**src/rtl/win_center_pkg.sv**
```systemverilog
package win_center_pkg;
  typedef enum logic [2:0] {
    ST_IDLE,
    ST_LOAD,
    ST_SETTLE,
    ST_MREQ,
    ST_MWAIT,
    ST_EVAL
  } wc_state_e;

  typedef enum logic [1:0] {
    PH_EARLY,
    PH_LATE,
    PH_FINAL
  } wc_phase_e;
endpackage

```
**src/rtl/wc_settle_timer.sv**
```systemverilog
module wc_settle_timer #(
  parameter int W = 16
) (
  input  logic         clk_i,
  input  logic         rst_ni,
  input  logic         load_i,
  input  logic [W-1:0] cycles_i,
  output logic         expired_o
);
  logic [W-1:0] cnt_q;

  always_ff @(posedge clk_i or negedge rst_ni) begin
    if (!rst_ni)            cnt_q <= '0;
    else if (load_i)        cnt_q <= cycles_i;
    else if (cnt_q != '0)   cnt_q <= cnt_q - 1'b1;
  end

  assign expired_o = (cnt_q == '0);
endmodule

```
**src/rtl/wc_midpoint.sv**
```systemverilog
module wc_midpoint #(
  parameter int W = 5
) (
  input  logic signed [W-1:0] a_i,
  input  logic signed [W-1:0] b_i,
  output logic signed [W-1:0] mid_o
);
  logic signed [W:0] sum;

  always_comb begin
    sum   = {a_i[W-1], a_i} + {b_i[W-1], b_i};
    mid_o = sum[W:1];  // arithmetic shift by one: floor
  end
endmodule

```
**src/rtl/win_center_seq.sv**
```systemverilog
module win_center_seq
  import win_center_pkg::*;
#(
  parameter int OFS_W   = 5,
  parameter int OFS_MAX = 15,
  parameter int CNT_W   = 8,
  parameter int SET_W   = 16
) (
  input  logic             clk_i,
  input  logic             rst_ni,
  input  logic             start_i,
  input  logic             read_gate_i,
  input  logic [CNT_W-1:0] err_thresh_i,
  input  logic [SET_W-1:0] settle_cycles_i,
  output logic             meas_start_o,
  input  logic             meas_done_i,
  input  logic [CNT_W-1:0] err_count_i,
  output logic             ofs_load_o,
  output logic [OFS_W-1:0] ofs_value_o,
  input  logic             ofs_ack_i,
  output logic [OFS_W-1:0] early_pt_o,
  output logic [OFS_W-1:0] late_pt_o,
  output logic             sat_early_o,
  output logic             sat_late_o,
  output logic             busy_o,
  output logic             done_o
);
  localparam logic signed [OFS_W-1:0] OFS_HI = OFS_W'(OFS_MAX);
  localparam logic signed [OFS_W-1:0] OFS_LO = -OFS_HI;
  localparam logic signed [OFS_W-1:0] ONE    = OFS_W'(1);

  wc_state_e               state_q;
  wc_phase_e               phase_q;
  logic signed [OFS_W-1:0] cur_q, early_q, late_q, mid;
  logic [CNT_W-1:0]        err_q;
  logic                    sat_e_q, sat_l_q, done_q;
  logic                    ack_take, settled, hit;

  assign ofs_load_o   = (state_q == ST_LOAD) && !read_gate_i;
  assign ack_take     = ofs_load_o && ofs_ack_i;
  assign meas_start_o = (state_q == ST_MREQ);
  assign hit          = (err_q >= err_thresh_i);

  wc_settle_timer #(.W(SET_W)) u_timer (
    .clk_i     (clk_i),
    .rst_ni    (rst_ni),
    .load_i    (ack_take),
    .cycles_i  (settle_cycles_i),
    .expired_o (settled)
  );

  wc_midpoint #(.W(OFS_W)) u_mid (
    .a_i   (early_q),
    .b_i   (cur_q),
    .mid_o (mid)
  );

  always_ff @(posedge clk_i or negedge rst_ni) begin
    if (!rst_ni) begin
      state_q <= ST_IDLE;
      phase_q <= PH_EARLY;
      cur_q   <= '0;
      early_q <= '0;
      late_q  <= '0;
      err_q   <= '0;
      sat_e_q <= 1'b0;
      sat_l_q <= 1'b0;
      done_q  <= 1'b0;
    end else begin
      done_q <= 1'b0;
      case (state_q)
        ST_IDLE: if (start_i) begin
          phase_q <= PH_EARLY;
          cur_q   <= '0;
          sat_e_q <= 1'b0;
          sat_l_q <= 1'b0;
          state_q <= ST_LOAD;
        end
        ST_LOAD: if (ack_take) begin
          if (phase_q == PH_FINAL) begin
            state_q <= ST_IDLE;
            done_q  <= 1'b1;
          end else begin
            state_q <= ST_SETTLE;
          end
        end
        ST_SETTLE: if (settled) state_q <= ST_MREQ;
        ST_MREQ:   state_q <= ST_MWAIT;
        ST_MWAIT: if (meas_done_i) begin
          err_q   <= err_count_i;
          state_q <= ST_EVAL;
        end
        ST_EVAL: begin
          state_q <= ST_LOAD;
          if (phase_q == PH_EARLY) begin
            if (hit || cur_q == OFS_LO) begin
              early_q <= cur_q;
              sat_e_q <= !hit;
              phase_q <= PH_LATE;
              cur_q   <= '0;
            end else begin
              cur_q <= cur_q - ONE;
            end
          end else begin
            if (hit || cur_q == OFS_HI) begin
              late_q  <= cur_q;
              sat_l_q <= !hit;
              phase_q <= PH_FINAL;
              cur_q   <= mid;
            end else begin
              cur_q <= cur_q + ONE;
            end
          end
        end
        default: state_q <= ST_IDLE;
      endcase
    end
  end

  assign ofs_value_o = cur_q;
  assign early_pt_o  = early_q;
  assign late_pt_o   = late_q;
  assign sat_early_o = sat_e_q;
  assign sat_late_o  = sat_l_q;
  assign busy_o      = (state_q != ST_IDLE);
  assign done_o      = done_q;

  // Cycles elapsed since the last accepted offset write (checker state).
  logic [SET_W:0] since_ack_q;
  always_ff @(posedge clk_i or negedge rst_ni) begin
    if (!rst_ni)                   since_ack_q <= '0;
    else if (ack_take)             since_ack_q <= '0;
    else if (!(&since_ack_q))      since_ack_q <= since_ack_q + 1'b1;
  end

  a_r7_no_load_in_read: assert property (@(posedge clk_i) disable iff (!rst_ni)
    ofs_load_o |-> !read_gate_i);

  a_r8_settle_before_meas: assert property (@(posedge clk_i) disable iff (!rst_ni)
    meas_start_o |-> (since_ack_q >= {1'b0, settle_cycles_i}));

  a_r9_meas_pulse: assert property (@(posedge clk_i) disable iff (!rst_ni)
    meas_start_o |=> !meas_start_o);

  a_r10_done_idle: assert property (@(posedge clk_i) disable iff (!rst_ni)
    done_o |-> !busy_o);

  a_r11_ofs_range: assert property (@(posedge clk_i) disable iff (!rst_ni)
    ofs_load_o |-> ($signed(ofs_value_o) <= OFS_HI && $signed(ofs_value_o) >= OFS_LO));
endmodule

```
**config.mk**
```make
export PLATFORM = sky130hd
export DESIGN_NAME = win_center_seq
export DESIGN_NICKNAME = d
export VERILOG_FILES = /design/src/rtl/win_center_pkg.sv /design/src/rtl/wc_settle_timer.sv /design/src/rtl/wc_midpoint.sv /design/src/rtl/win_center_seq.sv
export SDC_FILE = /design/constraint.sdc
export NUM_CORES = 1
export LEC_CHECK = 0
export BUFFER_PORTS_ARGS = -buffer_cell sky130_fd_sc_hd__buf_4
export CAP_MARGIN = 0
export CORE_ASPECT_RATIO = 0.75
export CORE_UTILIZATION = 55
export DETAILED_ROUTE_END_ITERATION = 8
export GPL_ROUTABILITY_DRIVEN = 0
export HOLD_SLACK_MARGIN = 0.1
export PLACE_DENSITY = 0.76
export SLEW_MARGIN = 20
export SYNTH_ARGS = -nofsm -noshare
export SYNTH_HDL_FRONTEND = slang
export SYNTH_SLANG_ARGS = --single-unit
```
**constraint.sdc**
```tcl
create_clock -name clk_i -period 3.3 [get_ports clk_i]
set_clock_uncertainty 0.2 [all_clocks]
set_input_delay 0.66 -clock clk_i [delete_from_list [all_inputs] [get_ports clk_i]]
set_output_delay 0.66 -clock clk_i [all_outputs]
set_load 0.01 [all_outputs]
```
# [Word-level counts from Yosys, hierarchy flattened]
# Cells that the tools add are included.
[totals] register_bits=47 in_bits=38 out_inout_bits=21 word_cells=83
[classes] add_sub_neg=4 order_cmp=1 n_eq_ne=18 mux=28 n_bitwise=1 n_reduce_logical=21
[ops] cell="two-way mux 16 bit" count=2
[ops] cell="two-way mux 5 bit" count=4
[ops] cell="case mux 3 bit (6 select lines)" count=1
[ops] cell="zero test 16 bit" count=1
[ops] cell="!= test 2 bit, second input constant" count=8
[ops] cell="AND reduction 4 bit" count=4
[ops] cell="nonzero test 16 bit" count=1
[ops] cell="subtractor 16 x 1 -> 16 bit, second input constant" count=1
[ops] cell="two-way mux 3 bit" count=4
[ops] cell="equality test 5 bit, second input constant" count=2
[ops] cell="two-way mux 2 bit" count=5
[ops] cell="case mux 5 bit (2 select lines)" count=1
[ops] cell=">= comparator 8 bit" count=1
[ops] cell="two-way mux 1 bit" count=8
[ops] cell="adder 5 x 5 -> 6 bit" count=1
[ops] cell="equality test 3 x 2 -> 1 bit, second input constant" count=2
[ops] cell="equality test 3 bit, second input constant" count=2
[ops] cell="!= test 3 bit, second input constant" count=2
[ops] cell="AND reduction 3 bit" count=2
[ops] cell="adder 5 x 2 -> 5 bit, second input constant" count=1
[ops] cell="subtractor 5 x 2 -> 5 bit, second input constant" count=1
[ops] cell="case mux 1 bit (2 select lines)" count=2
[ops] cell="case mux 2 bit (2 select lines)" count=1
[ops] cell="AND reduction 2 bit" count=2
[ops] cell="10 further kinds" count=14

# [Depth between registers and ports, before layout]
[depth] ltp_word=5 ltp_mapped=9

# [Modules after synthesis]
# A second synthesis with hierarchy kept.
[hier_totals] cells_unflattened=295 hier_area_um2=2952.8
[modules_own_cells] mod="win_center_seq" n_inst=1 cells_per_inst=174 area_each_um2=1796.7 seq_area_each_um2=775.7
[modules_own_cells] mod="wc_settle_timer" n_inst=1 cells_per_inst=104 area_each_um2=1006.0 seq_area_each_um2=400.4
[modules_own_cells] mod="wc_midpoint" n_inst=1 cells_per_inst=17 area_each_um2=150.1 seq_area_each_um2=0.0

# [Worst setup path before layout]
# OpenSTA, ideal clock, no wires.
[synth_path] kind="input to register" startpoint="input err_thresh_i[1]" endpoint="register early_q[0] (netlist: early_pt_o[0])" arrival_ns=2.369 path_slack_ns=0.606 stages=8 n_path_buf=0 path_cell_list="inv_1 ha_1 nor2b_1 o211a_1 o311ai_4 nand2_2 o21ai_2 mux2_2"
[synth_via] elab_chain_cells=3
[synth_rtl] item="start: declaration" line_no="win_center_seq.sv:13" source="input logic [CNT_W-1:0] err_thresh_i,"
[synth_rtl] item=">= comparator 8 bit" line_no="win_center_seq.sv:42" source="assign hit = (err_q >= err_thresh_i);"
[synth_rtl] item="logical OR 1 bit" line_no="win_center_seq.sv:96" source="if (hit || cur_q == OFS_LO) begin"
[synth_rtl] item="AND reduction 3 bit (no source line)"
[synth_rtl] item="end signal: assignment" line_no="win_center_seq.sv:97" source="early_q <= cur_q;"
[synth_rtl] item="end: declaration" line_no="win_center_seq.sv:34" source="logic signed [OFS_W-1:0] cur_q, early_q, late_q, mid;"
# Every way passes these cells.
# A chain may end at the register's enable or synchronous reset.

# [Worst setup path after layout]
[layout_path] startpoint="input err_thresh_i[1]" endpoint="register early_q[4] (netlist: early_pt_o[4])"
# Same word-level chain as after synthesis.

==> results.sh <==
export IMPL_slew_limit_headroom_pct=57.06
export IMPL_finalMaxSlewViolations=0
export IMPL_synth_ff_type="dfrtp_1"
export IMPL_nFillCells=399
export IMPL_status="completed"
export IMPL_synth_cell_types=58
export IMPL_drive_above_1_share_pct=28.41
export IMPL_min_path_type="primary input to asynchronous set/reset pin"
export IMPL_clock_sinks=47
export IMPL_worstPathArrival_ps=2640
export IMPL_syn_avg_cell_area_sq_um=9.918
export IMPL_vias=2266
export IMPL_dpl_hpwl_um=4404
export IMPL_post_route_period_util_pct=80.43
export IMPL_yosysWarningCount=0
export IMPL_ir_worst_vdd_v=0.0004274
export IMPL_fin_cells=405
export IMPL_worst_slew_pin_slew_ps=640.6
export IMPL_fin_tns_setup_ps=0
export IMPL_htreeDepth=2
export IMPL_initial_core_util_pct=57.65
export IMPL_powerDensity_nw_per_um2=823.7
export IMPL_vias_per_cell=5.595
export IMPL_die_w_um=85.22
export IMPL_grt_pass1_vias=2230
export IMPL_rsz0062_at_grt="false"
export IMPL_r2r_start="err_q[1]$_DFFE_PN0P_"
export IMPL_p_seq_share_pct=39.0
export IMPL_port_buffers=58
export IMPL_worst_path_max_fanout=8
export IMPL_cp_cell_sequence="buf_4 > inv_1 > ha_1 > nor2b_1 > o211a_1 > o311ai_4 > nand2_2 > o21ai_2 > mux2_2"
export IMPL_place_area_sq_um=3324
export IMPL_p_leak_nw=1.683
export IMPL_synth_xor_area_share_pct=5.212
export IMPL_antenna_found_initial=0
export IMPL_core_sq_um=4955
export IMPL_syn_cell_area_sq_um=2856
export IMPL_synthesis_nets=344
export IMPL_critical_path_class="primary input to flop"
export IMPL_antenna_cells=0
export IMPL_design_area_sq_um=3442
export IMPL_grt_pass1_wl_um=10550
export IMPL_maxCapViolCount=0
export IMPL_p_sw_share_pct=40.11
export IMPL_p_int_w=0.001698
export IMPL_synth_compound_area_share_pct=15.33
export IMPL_root_buffer="clkbuf_8"
export IMPL_grt_ovfl_total=0
export IMPL_cp_required_ps=3290
export IMPL_whs_ps=165.4
export IMPL_cts_hold_buffers=0
export IMPL_hold_violations=0
export IMPL_fin_nets=400
export IMPL_clk_pin_slew_ps=90
export IMPL_post_place_cells=397
export IMPL_max_freq_ghz=0.3768
export IMPL_crit_slowest_cell="o311ai_4"
export IMPL_crit_buf_inv=2
export IMPL_rows=22
export IMPL_dieArea_sq_um=5489
export IMPL_wl_per_cell_um=14.80
export IMPL_syn_inst=288
export IMPL_cp_startpoint="err_thresh_i[1]"
export IMPL_end_kind="flop"
export IMPL_cts_resized=0
export IMPL_globalRouteTotalUtil_pct=24.73
export IMPL_drtAntennaViolNets=0
export IMPL_wl_um=5993
export IMPL_start_kind="primary input"
export IMPL_cts_buffers=5
export IMPL_post_cts_buffers=0
export IMPL_synth_seq_cells=47
export IMPL_grt_max_degree=48
export IMPL_yosysSeqAreaShare_pct=41.17
export IMPL_synth_top_family_by_area="simple AND/OR/NAND/NOR gates"
export IMPL_cts_tree="yes"
export IMPL_synth_simple_gate_area_share_pct=19.10
export IMPL_synthArstFlopShare_pct=100.0
export IMPL_drc=0
export IMPL_drtIter0Drc=87
export IMPL_min_period_ps=2654
export IMPL_synth_edf_count=0
export IMPL_io_pins=59
export IMPL_insertion_delay_ps=300
export IMPL_area_delta_synth_final_pct=20.50
export IMPL_fp_dieH_um=64.41
export IMPL_dr_pass1_iters=4
export IMPL_power_share_clock_pct=15.5
export IMPL_cp_top_family="compound AO/OA/AOI/OAI gates"
export IMPL_clk_path_buf_depth=2
export IMPL_max_stage_delay_ps=360
export IMPL_fin_total_pwr_w=0.002835
export IMPL_muxShareOfSynthArea_pct=6.921
export IMPL_p_switching_w=0.001137
export IMPL_synth_fa_ha_area_share_pct=8.147
export IMPL_finalSetupViolations=0
export IMPL_pwr_share_comb_pct=45.6
## metrics by stage
stage / setup slack (ps) / util, %
after floorplan: 606.5 / -
after global placement: 416.9 / 67.10
after detailed placement: 328.1 / 67.10
after CTS: 635.2 / 69.47
after global routing: 521.5 / 69.47
final: 645.7 / 69.47
## placed cells by master, fill, tap and decap left out, types with 4 or more instances in the layout
cell,instances
a21o_1,5
nor3_1,6
ha_1,17
nand2_1,27
nor4_1,5
o31ai_1,4
nand3_1,5
inv_1,18
mux2_2,14
a21oi_1,12
clkbuf_8,6
dfrtp_1,47
xnor2_1,14
mux2i_1,4
buf_4,59
o21ai_0,18
nor2b_1,5
nor2_1,20
## path summary, 6_finish.rpt
path / depth (start not counted) / slack, ps / endpoint
worst max-delay path: 9 / 650 / early_pt_o[4]$_DFFE_PN0P_
worst min-delay path: 1 / 170 / u_timer.cnt_q[4]$_DFFE_PN0P_
worst max register to register: 7 / 740 / early_pt_o[4]$_DFFE_PN0P_
worst min register to register: 1 / 320 / late_pt_o[0]$_DFFE_PN0P_
max in group asynchronous: 1 / 2350 / ofs_value_o[4]$_DFFE_PN0P_
min in group clk_i: 1 / 320 / late_pt_o[0]$_DFFE_PN0P_
## cells in the mapped netlist, types with 2 or more instances
cell      count  area [sq um]
clkbuf_1      5         18.77
a21o_1        5         37.54
nor2_1       20         75.07
xnor2_1      14         122.6
nand2b_1      3         18.77
a32o_1        2         20.02
o22ai_1       2         12.51
or3_4         2         22.52
o31ai_1       4         30.03
and3_1        3         18.77
dfrtp_1      47          1176
nor4_1        5         31.28
nor3_1        6         30.03
mux2_2       14         157.7
o221ai_1      2         17.52
a31oi_1       2         12.51
mux2i_1       4         40.04
o211a_1       2         20.02
or2_2         3         18.77
nand2_1      27         101.4
o21ai_0      18         90.09
ha_1         17         212.7
or3_1         3         18.77
nor2b_1       5         31.28
or4_1         2         15.01
nand3_1       5         25.02
xor2_1        3         26.28
a21oi_1      12         60.06
inv_1        18         67.56
o21a_1        2         15.01
buf_2         4         20.02
## cell families after synthesis
kind of cell / Yosys count
xor+xnor: 17
mux: 18
simple gates: 97
buf+inv: 28
compound gates: 63
flops: 47
fa+ha+maj: 18
## layer usage
layer | vias up | part of all wire [%] | GRT usage, %
met2 | 71 | 44 | 38.81
met5 | - | 0 | 0
met4 | 0 | 1.9 | 7.839
li1 | 1129 | - | -
met1 | 1051 | 48 | 34.70
met3 | 15 | 5.8 | 4.968
## cell type report
class	instances	area, sq um	area share [%]
clock inverters	2	35.03	1.018
inverters	18	67.56	1.963
flip-flops and latches	47	1176	34.17
well taps	60	75.07	2.181
clock buffers	6	82.58	2.399
multi-input cells	213	1563	45.40
repair buffers	59	442.9	12.87
## state kept, by name, summed over array words and instances (netlist names)
signal,cells
early_pt_o,5
ofs_value_o,5
sat_late_o,1
done_o,1
late_pt_o,5
sat_early_o,1
u_timer.cnt_q,16
phase_q,2
state_q,3
err_q,8
## power groups by stage
stage,sequential (W),combinational [W],clock (W)
finish,0.00111,0.00129,0.000438
global route,0.00115,0.00146,0.000474
CTS,0.00110,0.00130,0.000449
detailed placement,0.00111,0.00129,0
global placement,0.00110,0.00124,0
floorplan,0.00101,0.000992,0
No activity file was read; power rests on OpenSTA's default activity.
